`config.mk`:
```
export PLATFORM = sky130hd
export DESIGN_NAME = pix_expand_clamp
export DESIGN_NICKNAME = d
export VERILOG_FILES = /design/src/rtl/pxc_pkg.sv /design/src/rtl/pxc_expand.sv /design/src/rtl/pxc_clamp.sv /design/src/rtl/pix_expand_clamp.sv
export SDC_FILE = /design/constraint.sdc
export NUM_CORES = 1
export LEC_CHECK = 0
export BUFFER_PORTS_ARGS = -buffer_cell sky130_fd_sc_hd__buf_2
export CAP_MARGIN = 20
export CORE_ASPECT_RATIO = 0.8
export CORE_MARGIN = 5
export CORE_UTILIZATION = 37
export DETAILED_ROUTE_END_ITERATION = 6
export PLACE_DENSITY_LB_ADDON = 0.2
export REMOVE_ABC_BUFFERS = 1
export SLEW_MARGIN = 40
export SYNTH_ARGS = -nofsm -noshare
export SYNTH_HDL_FRONTEND = slang
export SYNTH_SLANG_ARGS = --single-unit
```
`constraint.sdc`:
```
create_clock -name clk_i -period 2.42 [get_ports clk_i]
set_clock_uncertainty 0.15 [all_clocks]
set_input_delay 0.121 -clock clk_i [delete_from_list [all_inputs] [get_ports clk_i]]
set_output_delay 0.121 -clock clk_i [all_outputs]
set_load 0.02 [all_outputs]
```
`src/rtl/pxc_pkg.sv`:
```
package pxc_pkg;
  localparam logic [2:0] CLF_FULL = 3'd0;
  localparam logic [2:0] CLF_D8   = 3'd1;
  localparam logic [2:0] CLF_D10  = 3'd2;
  localparam logic [2:0] CLF_D12  = 3'd3;

  // widen a d-bit code to w bits by replicating its top bits (needs 2d >= w)
  function automatic int unsigned widen(int unsigned val, int d, int w);
    return (val << (w - d)) | (val >> (2 * d - w));
  endfunction

  // limited-range codes scaled from their 8-bit definition to depth d
  function automatic int unsigned lim_lo(int d, int w);
    return widen(32'd16 << (d - 8), d, w);
  endfunction

  function automatic int unsigned lim_hi(int d, int w);
    return widen(32'd235 << (d - 8), d, w);
  endfunction
endpackage

```
`src/rtl/pxc_expand.sv`:
```
module pxc_expand #(
  parameter int W    = 12,
  parameter int SH_A = 2,   // mode 0: W-2 bit source
  parameter int SH_B = 4    // mode 1: W-4 bit source
) (
  input  logic         en_i,
  input  logic         mode_i,
  input  logic [W-1:0] d_i,
  output logic [W-1:0] d_o
);
  logic [W-1:0] fill_a, fill_b;

  assign fill_a = {d_i[W-1:SH_A], d_i[W-1 -: SH_A]};
  assign fill_b = {d_i[W-1:SH_B], d_i[W-1 -: SH_B]};

  always_comb begin
    if (!en_i)       d_o = d_i;
    else if (mode_i) d_o = fill_b;
    else             d_o = fill_a;
  end
endmodule

```
`src/rtl/pxc_clamp.sv`:
```
module pxc_clamp #(
  parameter int           W   = 12,
  parameter logic [W-1:0] LO1 = '0,
  parameter logic [W-1:0] HI1 = '1,
  parameter logic [W-1:0] LO2 = '0,
  parameter logic [W-1:0] HI2 = '1,
  parameter logic [W-1:0] LO3 = '0,
  parameter logic [W-1:0] HI3 = '1
) (
  input  logic         en_i,
  input  logic [2:0]   fmt_i,
  input  logic [W-1:0] d_i,
  output logic [W-1:0] d_o
);
  import pxc_pkg::*;

  logic         act;
  logic [W-1:0] lo, hi;

  always_comb begin
    act = en_i;
    lo  = '0;
    hi  = '1;
    case (fmt_i)
      CLF_D8:  begin lo = LO1; hi = HI1; end
      CLF_D10: begin lo = LO2; hi = HI2; end
      CLF_D12: begin lo = LO3; hi = HI3; end
      default: act = 1'b0;   // full range, programmable, unlisted
    endcase
  end

  always_comb begin
    if (act && d_i < lo)      d_o = lo;
    else if (act && d_i > hi) d_o = hi;
    else                      d_o = d_i;
  end
endmodule

```
`src/rtl/pix_expand_clamp.sv`:
```
module pix_expand_clamp #(
  parameter int W   = 12,
  parameter int NCH = 3
) (
  input  logic             clk_i,
  input  logic             rst_ni,
  input  logic             vld_i,
  input  logic [NCH*W-1:0] pix_i,
  input  logic             exp_en_i,
  input  logic             exp_mode_i,
  input  logic             clamp_en_i,
  input  logic [2:0]       clamp_fmt_i,
  output logic             vld_o,
  output logic [NCH*W-1:0] pix_o
);
  import pxc_pkg::*;

  localparam int D1 = W - 4;
  localparam int D2 = W - 2;
  localparam int D3 = W;
  localparam logic [W-1:0] LO1 = W'(lim_lo(D1, W));
  localparam logic [W-1:0] HI1 = W'(lim_hi(D1, W));
  localparam logic [W-1:0] LO2 = W'(lim_lo(D2, W));
  localparam logic [W-1:0] HI2 = W'(lim_hi(D2, W));
  localparam logic [W-1:0] LO3 = W'(lim_lo(D3, W));
  localparam logic [W-1:0] HI3 = W'(lim_hi(D3, W));

  logic [NCH*W-1:0] nxt;

  for (genvar k = 0; k < NCH; k++) begin : g_ch
    logic [W-1:0] ex;

    pxc_expand #(.W(W), .SH_A(W - D2), .SH_B(W - D1)) u_exp (
      .en_i  (exp_en_i),
      .mode_i(exp_mode_i),
      .d_i   (pix_i[k*W +: W]),
      .d_o   (ex)
    );

    pxc_clamp #(.W(W), .LO1(LO1), .HI1(HI1), .LO2(LO2), .HI2(HI2),
                .LO3(LO3), .HI3(HI3)) u_clp (
      .en_i (clamp_en_i),
      .fmt_i(clamp_fmt_i),
      .d_i  (ex),
      .d_o  (nxt[k*W +: W])
    );
  end

  always_ff @(posedge clk_i or negedge rst_ni) begin
    if (!rst_ni) begin
      vld_o <= 1'b0;
      pix_o <= '0;
    end else begin
      vld_o <= vld_i;
      if (vld_i) pix_o <= nxt;
    end
  end
endmodule

```
==> flow_summary_export.csv, run 1 <==
group,metric,value,unit
clock_network,clk_latency,0.30,ns
power,irDropWorstVdd,0.227,mV
clock_network,post_cts_buffers,0,
sta,finalSetupViolCount,0,
logic_synthesis,yosysWarnings,0,
drt,vias,2607,
clock_network,cts.root.buffer_cell,"clkbuf_8",
global_route,grt_max_degree,38,
drt,drtPass1Iterations,4,
flow_run,max_cap_violations,0,
drt,wl_per_cell,16.8,um
sta,max-slew-margin-rel,0.677,
drt,first_iter_violations,156,
logic_synthesis,synth.avg_cell_area,9.65,sq um
global_route,grt_pass1_vias,2626,
logic_synthesis,netlist_instances,270,
logic_synthesis,ys_ff_latch,37,
worst_setup_path,reg2regPathDepth,2,
drt,wl,8100,um
placed_design,hpwl,6210,um
sta,drv_slew,0,
layout,drive_gt1_frac,0.369,
sta,whs,-0.00101,ns
drt,ant_nets,0,
layout,n_fill_cell,661,
power,power,1.82,mW
clock_network,htree_levels,2,
logic_synthesis,ys.flop_type,"dfrtp_1",
drt,drcViolationCount,0,
floorplanning,core_area,6860,sq um
logic_synthesis,synth_area,2600,sq um
layout,multi_input_area,1570,sq um
floorplanning,dieArea,8830,sq um
layout,antenna_cells,0,
power,power_density,509,nW/um^2
clock_network,numCtsBuffers,5,
clock_network,cts_tree,"yes",
floorplanning,die_h,85.1,um
worst_setup_path,critPathRequiredTime,2.44,ns
power,p_leak,1.75,nW
global_route,antenna_found_initial,0,
global_route,grt_first_pass_wirelength,13500,um
placed_design,numPortBuffers,81,
sta,fin_setup_tns,0,ns
logic_synthesis,synth-edff-count,0,
clock_network,clk_pin_slew,0.09,ns
floorplanning,io_pins,82,
hold_path,hp-class,"input pin to register",
global_route,grt_overflow,0,
worst_setup_path,worstSetupEndpointType,"register",
status,outcome,"finished with violations",
worst_setup_path,crit_arrival,2.34,ns
hold_path,min_delay_path_depth,3,
clock_network,cts.sinks,37,
floorplanning,fp-row-count,27,
sta,layout_min_cycle_time,2.32,ns
status,violations,"negative hold slack",
drt,routed_via_density,5.40,
floorplanning,fp.dieW,104,um
floorplanning,start_util,0.380,
sta,clock.fmax,431,MHz
sta,min_period_over_period,0.958,
sta,tightest_slew,0.483,ns
sta,rsz0062_at_grt,"false",
worst_setup_path,cp_max_fo,3,
sta,hold_violations,1,
layout,seq_area,926,sq um
global_route,track_usage,0.188,
layout,layout.nets,458,
layout,synthToLayoutAreaGrowth,37.6,%
worst_setup_path,critPathKind,"input pin to register",
logic_synthesis,synth.distinct_cells,50,
layout,utilization,0.523,
placed_design,gp_congestion,0.889,
logic_synthesis,synth-async-reset-ratio,1.00,
worst_setup_path,worstSetupStartpointType,"input pin",
logic_synthesis,yosysSeqAreaShare,0.355,
clock_network,clk_path_buf_depth,2,
synthesized netlist by cell type (all sizes together) (3+ instances only):
| cell | instances | share of area |
|---|---|---|
| a211oi | 3 | 0.0086 |
| buf | 7 | 0.020 |
| nor3 | 4 | 0.0077 |
| nor2 | 28 | 0.040 |
| o221ai | 4 | 0.013 |
| clkbuf | 4 | 0.0058 |
| a32o | 3 | 0.012 |
| a21oi | 20 | 0.043 |
| nor4 | 6 | 0.014 |
| o211a | 8 | 0.031 |
| o2bb2ai | 14 | 0.047 |
| nand4 | 6 | 0.014 |
| dfrtp | 37 | 0.36 |
| nand3 | 13 | 0.025 |
| nor2b | 4 | 0.0096 |
| mux2 | 13 | 0.056 |
| o22a | 3 | 0.010 |
| nand2 | 9 | 0.016 |
| o21ai | 8 | 0.015 |
| mux2i | 13 | 0.051 |
| ha | 18 | 0.086 |
| inv | 13 | 0.019 |
| nand2b | 4 | 0.0096 |
worst max-delay path, cell delays in order:
cell	delay (ns)
dlygate4sd3_1	0.53
buf_2	0.14
ha_1	0.27
nand3_1	0.09
o31a_1	0.32
buf_4	0.14
a21o_1	0.18
nor3_1	0.28
buf_4	0.18
o32ai_1	0.08
logic make-up after synthesis:
logic type                 after synthesis  synth area share
AOI/OAI and AO/OA                       77             0.222
muxes                                   26             0.108
buffers and inverters                   24            0.0442
DFF                                     37             0.355
adders and majority gates               18            0.0865
and+or+nand+nor                         88             0.184
per-layer routing:
metal  part of all wire  up-vias  wire (um)  GRT usage
met1               0.50     1240       4060      0.269
met3              0.060        5        484     0.0433
li1                   -     1285          -          -
met2               0.43       77       3500      0.286
met4             0.0073        0         59     0.0482
met5                  0        -          0          0
power breakdown:
part | internal [mW] | switching, mW
combinational | 0.224 | 0.308
sequential | 0.679 | 0.0302
clock | 0.337 | 0.245
total | 1.24 | 0.583
layout by cell type, fill, tap and decap left out, types with 4 or more instances in the layout:
master / instances
buf_2: 80
dfrtp_1: 37
buf_4: 32
nor2_1: 27
ha_1: 18
a21oi_1: 17
dlygate4sd3_1: 17
o2bb2ai_1: 14
mux2_2: 13
inv_1: 13
nand3_1: 13
mux2i_1: 12
o211a_1: 7
nor4_1: 6
nand2_1: 6
nand4_1: 6
clkbuf_8: 6
o21ai_0: 5
nand2b_1: 4
nor2b_1: 4
o221ai_1: 4
state kept, by name, summed over array words and instances (netlist names):
signal,flops
pix_o,36
vld_o,1
final cells by class:
type	count	area share
multi-input combinational	209	0.439
inverter	13	0.0136
clock inverter	1	0.00838
clock buffer	7	0.0241
tap	87	0.0304
sequential	37	0.258
timing repair buffer	129	0.226
per-stage QoR:
stage	setup slack (ns)	instance area [sq um]	std cells
after CTS	0.0777	3570	483
after global placement	-0.229	3290	458
after detailed placement	-0.243	3290	458
after floorplan	0.138	2540	259
after global routing	0.0148	3580	483
final	0.101	3580	483
worst paths after layout:
path	startpoint	to	slack (ns)
worst max-delay path	pix_i[18]	pix_o[14]	0.10
worst min-delay path	pix_i[7]	pix_o[7]	-0.001
worst max register to register	pix_o[12]	pix_o[12]	1.50
worst min register to register	pix_o[16]	pix_o[16]	0.33
max in group asynchronous	rst_ni	pix_o[23]	1.61
min in group asynchronous	rst_ni	pix_o[3]	0.16
timing repair:
action                                  4_1_cts  5_1_grt
hold endpoints to repair                     53        0
endpoints found under the setup margin        0       19
hold buffers                                 17        0
gates resized for setup                       0        5
Note: power is estimated with default switching activity, not from simulation.
==> run 2: changes to the inputs <==
--- a/config.mk
+++ b/config.mk
@@ -7,6 +7,8 @@
 export LEC_CHECK = 0
 export BUFFER_PORTS_ARGS = -buffer_cell sky130_fd_sc_hd__buf_2
 export CAP_MARGIN = 20
+export CELL_PAD_IN_SITES_DETAIL_PLACEMENT = 0
+export CELL_PAD_IN_SITES_GLOBAL_PLACEMENT = 1
 export CORE_ASPECT_RATIO = 0.8
 export CORE_MARGIN = 5
 export CORE_UTILIZATION = 37
==> run 2 against run 1 <==
Compared with the run above:
- the run still ends with negative hold slack left
- register-to-register slack got worse by 0.02 ns
- setup slack improved by 0.042 ns
- sequential share of layout area rose by 0.62 points
- largest power group unchanged
==> flow_summary_export.csv, run 2 (synthesis gave the netlist of run 1 again) <==
group,metric,value,unit
worst_setup_path,cp_max_fo,8,
sta,rsz0062_at_grt,"false",
layout,synthToLayoutAreaGrowth,34.3,%
drt,drtPass1Iterations,4,
drt,drcViolationCount,0,
sta,min_period_over_period,0.941,
power,power,1.80,mW
worst_setup_path,endpoint,"pix_o[7]",
floorplanning,fp.dieW,104,um
worst_setup_path,slowest_stage,"mux2_2",
power,swShare,0.317,
sta,drv_slew,0,
worst_setup_path,r2r-end,"pix_o[12]",
worst_setup_path,reg2regPathDepth,2,
status,outcome,"finished with violations",
clock_network,htree_levels,2,
sta,whs,-0.00344,ns
worst_setup_path,critPathKind,"input pin to register",
clock_network,clk_path_buf_depth,2,
layout,largest-register,"pix_o",
drt,wl_per_cell,17.3,um
worst_setup_path,critPathRequiredTime,2.48,ns
sta,finalSetupViolCount,0,
layout,antenna_cells,0,
clock_network,cts_tree,"yes",
power,power_density,515,nW/um^2
layout,final_cell_mix,"buf_2 (80), dfrtp_1 (37), nor2_1 (28)",
sta,fin_setup_tns,0,ns
placed_design,hpwl,6390,um
worst_setup_path,crit_buf_inv,2,
floorplanning,die_h,85.1,um
layout,drive_gt1_frac,0.360,
floorplanning,core_area,6860,sq um
drt,first_iter_violations,82,
layout,seq_area,926,sq um
worst_setup_path,worstSetupStartpointType,"input pin",
layout,layout.nets,448,
global_route,grt_first_pass_wirelength,13900,um
placed_design,gp_congestion,0.840,
power,irDropWorstVdd,0.266,mV
worst_setup_path,critPathMaxStageDelay,0.39,ns
layout,reg_top3,"pix_o x36, vld_o x1",
clock_network,clk_latency,0.28,ns
power,power.share.sequential,0.395,
global_route,grt_pass1_vias,2780,
power,share_comb_of_total_power,0.292,
clock_network,clk_pin_slew,0.08,ns
clock_network,numCtsBuffers,5,
drt,vias,2574,
worst_setup_path,critPathMostFrequentCell,"o211a_1",
layout,multi_input_area,1570,sq um
power,internal_power,1.23,mW
power,p_sw,0.571,mW
drt,wl,8200,um
drt,ant_nets,0,
floorplanning,start_util,0.380,
layout,n_fill_cell,662,
layout,layout_commonest_cell,"buf_2",
drt,routed_via_density,5.44,
sta,hold_violations,1,
status,violations,"negative hold slack",
power,p_clk_frac,0.314,
floorplanning,fp-row-count,27,
worst_setup_path,worstSetupStartpoint,"exp_en_i",
global_route,track_usage,0.190,
worst_setup_path,crit_chain,"buf_2 > nand2_2 > mux2_2 > ha_1 > nand4_1 > nor3_2 > o211a_1 > o211a_1 > buf_4 > nor2_1 > o2bb2ai_1",
worst_setup_path,crit_arrival,2.34,ns
worst_setup_path,rrSetupSlack,1.48,ns
flow_run,max_cap_violations,0,
global_route,grt_max_degree,38,
worst_setup_path,path_depth,11,
global_route,grt_overflow,0,
worst_setup_path,worstSetupEndpointType,"register",
global_route,antenna_found_initial,0,
sta,tightest_slew,0.607,ns
worst_setup_path,r2r_start,"pix_o[12]",
sta,layout_min_cycle_time,2.28,ns
layout,largest_reg_flops,36,
sta,clock.fmax,439,MHz
clock_network,cts.root.buffer_cell,"clkbuf_8",
power,p_leak,1.70,nW
placed_design,numPortBuffers,81,
clock_network,cts.sinks,37,
floorplanning,dieArea,8830,sq um
sta,max-slew-margin-rel,0.595,
floorplanning,io_pins,82,
hold_path,hp-class,"input pin to register",
worst_setup_path,crit_family,"simple AND/OR/NAND/NOR gates",
run 2: how the worst min path moves through the flow:
stage | from | cells past startpoint | endpoint | slack [ns]
2_1_floorplan | rst_ni | 0 | pix_o[0] | -0.32
3_3_place_gp | rst_ni | 1 | vld_o | 0.12
3_5_place_dp | rst_ni | 1 | pix_o[23] | -0.03
4_1_cts | pix_i[29] | 3 | pix_o[29] | 0.0004
5_1_grt | pix_i[29] | 3 | pix_o[29] | 0.009
6_report | pix_i[29] | 3 | pix_o[29] | -0.003
run 2: layout make-up:
type / instances / share of cell area
clock buffers: 7 / 0.0247
clock inverters: 1 / 0.00858
inverters: 13 / 0.0139
multi-input cells: 209 / 0.450
flip-flops and latches: 37 / 0.265
well taps: 87 / 0.0311
repair buffers: 119 / 0.207
run 2: per-layer routing:
layer,GRT usage,share of wire
met1,0.274,0.50
met2,0.303,0.44
met3,0.0365,0.055
met4,0.0294,0.0049
met5,0,0
run 2: stage by stage:
step	cell area, sq um	util	instances	hold WS [ns]	setup WS [ns]
floorplan	2540	-	259	-0.325	0.138
global placement	3240	0.473	452	0.121	-0.156
detailed placement	3240	0.473	452	-0.0296	-0.233
CTS	3490	0.509	473	0.000369	0.0660
global route	3500	0.510	473	0.00877	0.00451
finish	3500	0.510	473	-0.00344	0.142
run 2: timing repair:
item,CTS,global route
hold buffers,13,0
buffers inserted,0,0
gates resized for setup,0,4
endpoints found under the setup margin,0,14
endpoints found under the hold margin,49,0
run 2: worst register-to-register path, stage by stage (launching register included):
cell and delay (ns):
dfrtp_1 0.42, a21oi_1 0.16, a31oi_1 0.09
run 2: power by group through the flow:
| stage | Clock (mW) | Combinational, mW | Sequential, mW |
|---|---|---|---|
| finish | 0.566 | 0.526 | 0.712 |
| global route | 0.609 | 0.583 | 0.721 |
| CTS | 0.582 | 0.528 | 0.713 |
| detailed placement | 0 | 0.511 | 0.725 |
| global placement | 0 | 0.509 | 0.722 |
| floorplan | 0 | 0.191 | 0.801 |
